## config.mk

```make
export PLATFORM = sky130hd
export DESIGN_NAME = ser_tx_frame
export DESIGN_NICKNAME = d
export VERILOG_FILES = /design/src/rtl/ser_tx_pkg.sv /design/src/rtl/ser_tx_bit_timer.sv /design/src/rtl/ser_tx_bit_counter.sv /design/src/rtl/ser_tx_shifter.sv /design/src/rtl/ser_tx_frame.sv
export SDC_FILE = /design/constraint.sdc
export NUM_CORES = 1
export LEC_CHECK = 0
export ABC_AREA = 1
export BUFFER_PORTS_ARGS = -buffer_cell sky130_fd_sc_hd__buf_2
export CAP_MARGIN = 20
export CORE_MARGIN = 4
export CORE_UTILIZATION = 62
export CTS_BUF_LIST = sky130_fd_sc_hd__clkbuf_8
export DETAILED_ROUTE_END_ITERATION = 10
export HOLD_SLACK_MARGIN = 0.1
export PLACE_DENSITY = 0.89
export SLEW_MARGIN = 10
export SYNTH_ARGS = -nofsm -noshare
export SYNTH_HDL_FRONTEND = slang
export SYNTH_HIERARCHICAL = 1
export SYNTH_SLANG_ARGS = --single-unit
export TNS_END_PERCENT = 5
```

## constraint.sdc

```tcl
create_clock -name clk -period 1.1 [get_ports clk]
set_input_delay 0.165 -clock clk [delete_from_list [all_inputs] [get_ports clk]]
set_output_delay 0.165 -clock clk [all_outputs]
set_load 0.05 [all_outputs]
```

## src/rtl/ser_tx_pkg.sv

```systemverilog
package ser_tx_pkg;

  typedef enum logic [1:0] {
    ST_IDLE  = 2'd0,
    ST_SHIFT = 2'd1,
    ST_DONE  = 2'd2
  } tx_state_e;

endpackage

```

## src/rtl/ser_tx_bit_timer.sv

```systemverilog
module ser_tx_bit_timer #(
  parameter int CLKS_PER_BIT = 16
) (
  input  logic clk,
  input  logic rst_n,
  input  logic restart,
  output logic tick
);

  localparam int TW = (CLKS_PER_BIT > 2) ? $clog2(CLKS_PER_BIT) : 1;
  localparam logic [TW-1:0] LAST = TW'(CLKS_PER_BIT - 1);

  logic [TW-1:0] cnt_q, cnt_d;

  always_comb begin
    if (restart || cnt_q == LAST) cnt_d = '0;
    else                          cnt_d = cnt_q + 1'b1;
  end

  always_ff @(posedge clk or negedge rst_n) begin
    if (!rst_n) cnt_q <= '0;
    else        cnt_q <= cnt_d;
  end

  assign tick = (cnt_q == LAST) && !restart;

  // one clock after a restart there is never a tick
  p_no_tick_after_restart_r6: assert property (@(posedge clk) disable iff (!rst_n)
    restart |=> !tick);

  // a tick is never followed directly by another tick
  p_tick_spacing_r6: assert property (@(posedge clk) disable iff (!rst_n)
    tick |=> !tick);

endmodule

```

## src/rtl/ser_tx_bit_counter.sv

```systemverilog
module ser_tx_bit_counter #(
  parameter int LIMIT = 10
) (
  input  logic                       clk,
  input  logic                       rst_n,
  input  logic                       clear,
  input  logic                       incr,
  output logic [$clog2(LIMIT)-1:0]   count,
  output logic                       wrap
);

  localparam int CW = $clog2(LIMIT);
  localparam logic [CW-1:0] TOP = CW'(LIMIT - 1);

  logic [CW-1:0] cnt_q, cnt_d;

  always_comb begin
    cnt_d = cnt_q;
    if (clear)             cnt_d = '0;
    else if (incr) begin
      if (cnt_q == TOP)    cnt_d = '0;
      else                 cnt_d = cnt_q + 1'b1;
    end
  end

  always_ff @(posedge clk or negedge rst_n) begin
    if (!rst_n) cnt_q <= '0;
    else        cnt_q <= cnt_d;
  end

  assign count = cnt_q;
  assign wrap  = incr && !clear && (cnt_q == TOP);

  // the count never goes past the last frame bit
  p_count_in_range_r5: assert property (@(posedge clk) disable iff (!rst_n)
    cnt_q <= TOP);

endmodule

```

## src/rtl/ser_tx_shifter.sv

```systemverilog
module ser_tx_shifter #(
  parameter int DATA_W = 7
) (
  input  logic              clk,
  input  logic              rst_n,
  input  logic              load,
  input  logic              shift,
  input  logic [DATA_W-1:0] data,
  input  logic              odd_sel,
  output logic              line
);

  localparam int FW = DATA_W + 2;

  logic [FW-1:0] sr_q, sr_d;
  logic          par;

  assign par = (^data) ^ odd_sel;

  always_comb begin
    sr_d = sr_q;
    if (load)       sr_d = {par, data, 1'b0};
    else if (shift) sr_d = {1'b1, sr_q[FW-1:1]};
  end

  always_ff @(posedge clk or negedge rst_n) begin
    if (!rst_n) sr_q <= '1;
    else        sr_q <= sr_d;
  end

  assign line = sr_q[0];

  // each shift pushes a one in at the top
  p_fill_ones_r5: assert property (@(posedge clk) disable iff (!rst_n)
    (shift && !load) |=> sr_q[FW-1]);

  // a load always puts a zero start bit on the line
  p_load_start_r2: assert property (@(posedge clk) disable iff (!rst_n)
    load |=> !line);

endmodule

```

## src/rtl/ser_tx_frame.sv

```systemverilog
module ser_tx_frame #(
  parameter int CLK_HZ = 4_800_000,
  parameter int BAUD   = 300,
  parameter int DATA_W = 7
) (
  input  logic              clk,
  input  logic              rst_n,
  input  logic [DATA_W-1:0] tx_data,
  input  logic              tx_send,
  input  logic              tx_odd,
  output logic              tx_busy,
  output logic              txd
);
  import ser_tx_pkg::*;

  localparam int CLKS_PER_BIT = CLK_HZ / BAUD;
  localparam int FRAME_BITS   = DATA_W + 3;
  localparam int CW           = $clog2(FRAME_BITS);

  // reset: asynchronous assertion, synchronous release
  logic [1:0] rsync_q;
  logic       rst_i_n;

  always_ff @(posedge clk or negedge rst_n) begin
    if (!rst_n) rsync_q <= 2'b00;
    else        rsync_q <= {rsync_q[0], 1'b1};
  end
  assign rst_i_n = rsync_q[1];

  tx_state_e     state_q, state_d;
  logic          busy_q, busy_d;
  logic          tick, restart, load, shift_en;
  logic          cnt_clear, wrap;
  logic [CW-1:0] bit_idx;

  // next state and control
  always_comb begin
    state_d   = state_q;
    load      = 1'b0;
    cnt_clear = 1'b0;
    shift_en  = 1'b0;
    unique case (state_q)
      ST_IDLE: begin
        if (tx_send) begin
          load      = 1'b1;
          cnt_clear = 1'b1;
          state_d   = ST_SHIFT;
        end
      end
      ST_SHIFT: begin
        if (tick) begin
          shift_en = 1'b1;
          if (wrap) state_d = ST_DONE;
        end
      end
      ST_DONE: begin
        if (!tx_send) state_d = ST_IDLE;
      end
      default: state_d = ST_IDLE;
    endcase
    busy_d = (state_d == ST_SHIFT);
  end

  assign restart = (state_q != ST_SHIFT);

  always_ff @(posedge clk or negedge rst_i_n) begin
    if (!rst_i_n) begin
      state_q <= ST_IDLE;
      busy_q  <= 1'b0;
    end else begin
      state_q <= state_d;
      busy_q  <= busy_d;
    end
  end

  assign tx_busy = busy_q;

  ser_tx_bit_timer #(.CLKS_PER_BIT(CLKS_PER_BIT)) u_timer (
    .clk     (clk),
    .rst_n   (rst_i_n),
    .restart (restart),
    .tick    (tick)
  );

  ser_tx_bit_counter #(.LIMIT(FRAME_BITS)) u_count (
    .clk   (clk),
    .rst_n (rst_i_n),
    .clear (cnt_clear),
    .incr  (shift_en),
    .count (bit_idx),
    .wrap  (wrap)
  );

  ser_tx_shifter #(.DATA_W(DATA_W)) u_shift (
    .clk     (clk),
    .rst_n   (rst_i_n),
    .load    (load),
    .shift   (shift_en),
    .data    (tx_data),
    .odd_sel (tx_odd),
    .line    (txd)
  );

  // the line rests high in idle
  p_idle_mark_r1: assert property (@(posedge clk) disable iff (!rst_i_n)
    (state_q == ST_IDLE) |-> (txd && !tx_busy));

  // request in idle raises busy and starts the start bit
  p_accept_r2: assert property (@(posedge clk) disable iff (!rst_i_n)
    (state_q == ST_IDLE && tx_send) |=> (tx_busy && !txd));

  // busy falls with the line high and the bit counter back at zero
  p_end_frame_r5: assert property (@(posedge clk) disable iff (!rst_i_n)
    $fell(tx_busy) |-> (txd && bit_idx == '0));

  // a request held after completion starts nothing
  p_hold_ignored_r7: assert property (@(posedge clk) disable iff (!rst_i_n)
    (state_q == ST_DONE && tx_send) |=> (!tx_busy && txd));

endmodule

```

==> flow_summary.toml <==
[route]
drc = 0
ant_nets = 0
vias = 2173
wl_per_cell_um = 20.1
postRouteWirelength_mm = 6.94
dr.pass1.iters = 8
initialDrtViolationCount = 268
viasPerCell = 6.28

[logic_synthesis]
synth_fa_ha_area_share_pct = 2.03
synth_seq_area_share_pct = 43.9
yosys.cell_types.count = 30
synth-compound-area-share_pct = 7.78
syn-num-nets = 264
synth_seq_cells = 32
post_synth_and_or_nand_nor_area_fraction_pct = 32.5
synth_mux_area_share_pct = 0
synth_xor_area_share_pct = 2.84
synth_top_family_by_area = "simple AND/OR/NAND/NOR gates"
avgSynthCellArea_um2 = 7.40
syn_area_um2 = 1850
synth_cells = 250
yosys_warnings = 6

[worst_setup_path]
critPathCaptureType = "register"
crit_arrival_ns = 2.19
worstPathRequired_ns = 1.30
startpoint_type = "register"
path_class = "reg -> reg"
critPathMaxFanout = 4

[job]
max_cap_violations = 0

[global_route]
met3_usage_pct = 8.63
grt_pass1_wl_mm = 9.82
overflow = 0
use_met2_pct = 54.1
antenna_found_initial = 0
grt_max_degree = 31
gr-usage-all-layers_pct = 32.1
grt_busiest_layer = "met2"
grt_pass1_vias = 2096
met1_usage_pct = 35.9

[placement]
dp.final_hpwl_mm = 3.14
place_congestion = 0.892
numPortBuffers = 12
placed_cell_area_um2 = 2260

[floorplan]
rows = 19
die_y_um = 62.6
core_um2 = 2810
die-width_um = 62.6
ioPinCount = 13
start_util_pct = 65.9
die-area_um2 = 3920

[finish]
seq_area_um2 = 812
nNetsFinal = 328
fillCellCount = 109
final_util_pct = 91.0
multi_input_comb_area_um2 = 950
areaGrowthSynthToFinish_pct = 38.1
final_area_um2 = 2550
antenna_cells = 0
drive_gt1_share_pct = 36.8

[sta]
rsz0062_at_grt = "yes"
fmax_ghz = 0.502
period_minus_slack_ns = 1.99
skew_ns = 0.0158
worst_slack_ns = -0.892
setup_violations = 31
drv_slew = 0
fin_crit_sh_pct = 181
fin_tns_setup_ns = -19.40
hold_slack_ns = 0.167
finalHoldViolations = 0

[clocking]
clk_latency_ns = 0.30
cts_tree = "yes"
cts_inserted_buffers = 5
path_clk_slew_ns = 0.08
cts.sinks = 32
cts_max_path_buffers = 2
cts_root_buf = "clkbuf_8"
htreeDepth = 2

[status]
status = "finished with violations"
violations = "negative setup slack"

[power_and_ir_drop]
powerDensity_nw_per_um2 = 1570
power.leakage_uw = 0.00137
vdd_ir_drop_max_v = 0.00133

[min_path]
min_path_type = "in -> reg"
## stage by stage
step	instances	setup WS [ns]	total power, uW
global placement	330	-0.638	2450
detailed placement	330	-0.789	2520
CTS	343	-0.679	3720
global route	346	-0.904	4150
finish	346	-0.892	4010
floorplan	250	-0.725	2130
## logic make-up after synthesis
family / Yosys count
compound gates: 25
xor+xnor: 6
fa+ha+maj: 3
buf+inv: 47
flops: 32
other cells: 1
simple gates: 136
## cells in the mapped netlist, drive strengths merged
library cell / instances / area share [%]
nand4: 5 / 2.0
xnor2: 2 / 0.95
o22ai: 2 / 0.68
conb: 1 / 0.20
o21a: 1 / 0.41
dfrtp: 23 / 31
buf: 3 / 1.6
ha: 3 / 2.0
a21oi: 14 / 4.0
inv: 44 / 9.1
nor2: 36 / 8.7
nand2: 76 / 16
dfstp: 9 / 13
or2: 1 / 0.47
xor2: 4 / 1.9
a31oi: 2 / 0.68
nor3: 2 / 0.54
o21ai: 6 / 2.0
nand3: 16 / 4.6
## registers in the layout (all words and copies together), names as in the netlist
name,count
state_q,2
tx_busy,1
u_shift/sr_q,9
u_timer/cnt_q,14
u_count/count,4
rsync_q,2
## timing repair
action / 4_1_cts / 5_1_grt
setup endpoints to repair: 31 / 31
resized for setup: 17 / 12
setup buffers: 4 / 3
hold buffers: 1 / 0
hold endpoints to repair: 2 / 0
pin swaps: 9 / 7
## routing by layer
layer	vias to the layer above	wire, um
met1	975	2380
met2	219	3010
met4	0	707
met3	85	839
li1	894	-
met5	-	0
## critical path, stage by stage, from the launching register on
cell and delay, ns:
dfrtp_1 0.36, ha_2 0.20, nand2_2 0.08, nor2_4 0.15
nand4_4 0.15, nor2_4 0.18, inv_2 0.08, nor2_4 0.15
or2_4 0.20, o22ai_2 0.09, a31oi_2 0.24
## report_power, final
| group | total (uW) | switching (uW) | internal, uW |
|---|---|---|---|
| registers | 1610 | 138 | 1470 |
| clock network | 1120 | 462 | 663 |
| logic | 1280 | 732 | 544 |
## final cells by class
type                    count  share of cell area [%]
multi-input cells         171                    37.2
inverters                  44                    6.76
well taps                  31                    1.52
flip-flops and latches     32                    31.8
clock buffers               5                    2.69
repair buffers             60                    18.5
clock inverters             3                    1.52
## cells in the final DEF, fill, tap and decap left out, drive strengths merged, types with 3 or more instances in the layout
cell type	count
nand2	76
buf	59
inv	45
nor2	36
dfrtp	23
nand3	16
a21oi	14
dfstp	9
o21ai	6
clkbuf	5
nand4	5
xor2	4
ha	3
## path summary, 6_finish.rpt
kind / startpoint / to / slack [ns] / cells past startpoint
min: tx_data[1] / u_shift/sr_q[2] / 0.17 / 3
max reg2reg: u_timer/cnt_q[1] / u_shift/sr_q[1] / -0.89 / 10
max: u_timer/cnt_q[1] / u_shift/sr_q[1] / -0.89 / 10
min in group asynchronous: rsync_q[1] / state_q[0] / 0.22 / 1
min reg2reg: rsync_q[1] / state_q[0] / 0.22 / 1
max in group asynchronous: rsync_q[1] / u_shift/sr_q[8] / 0.63 / 1
(Power assumes the default switching activity.)
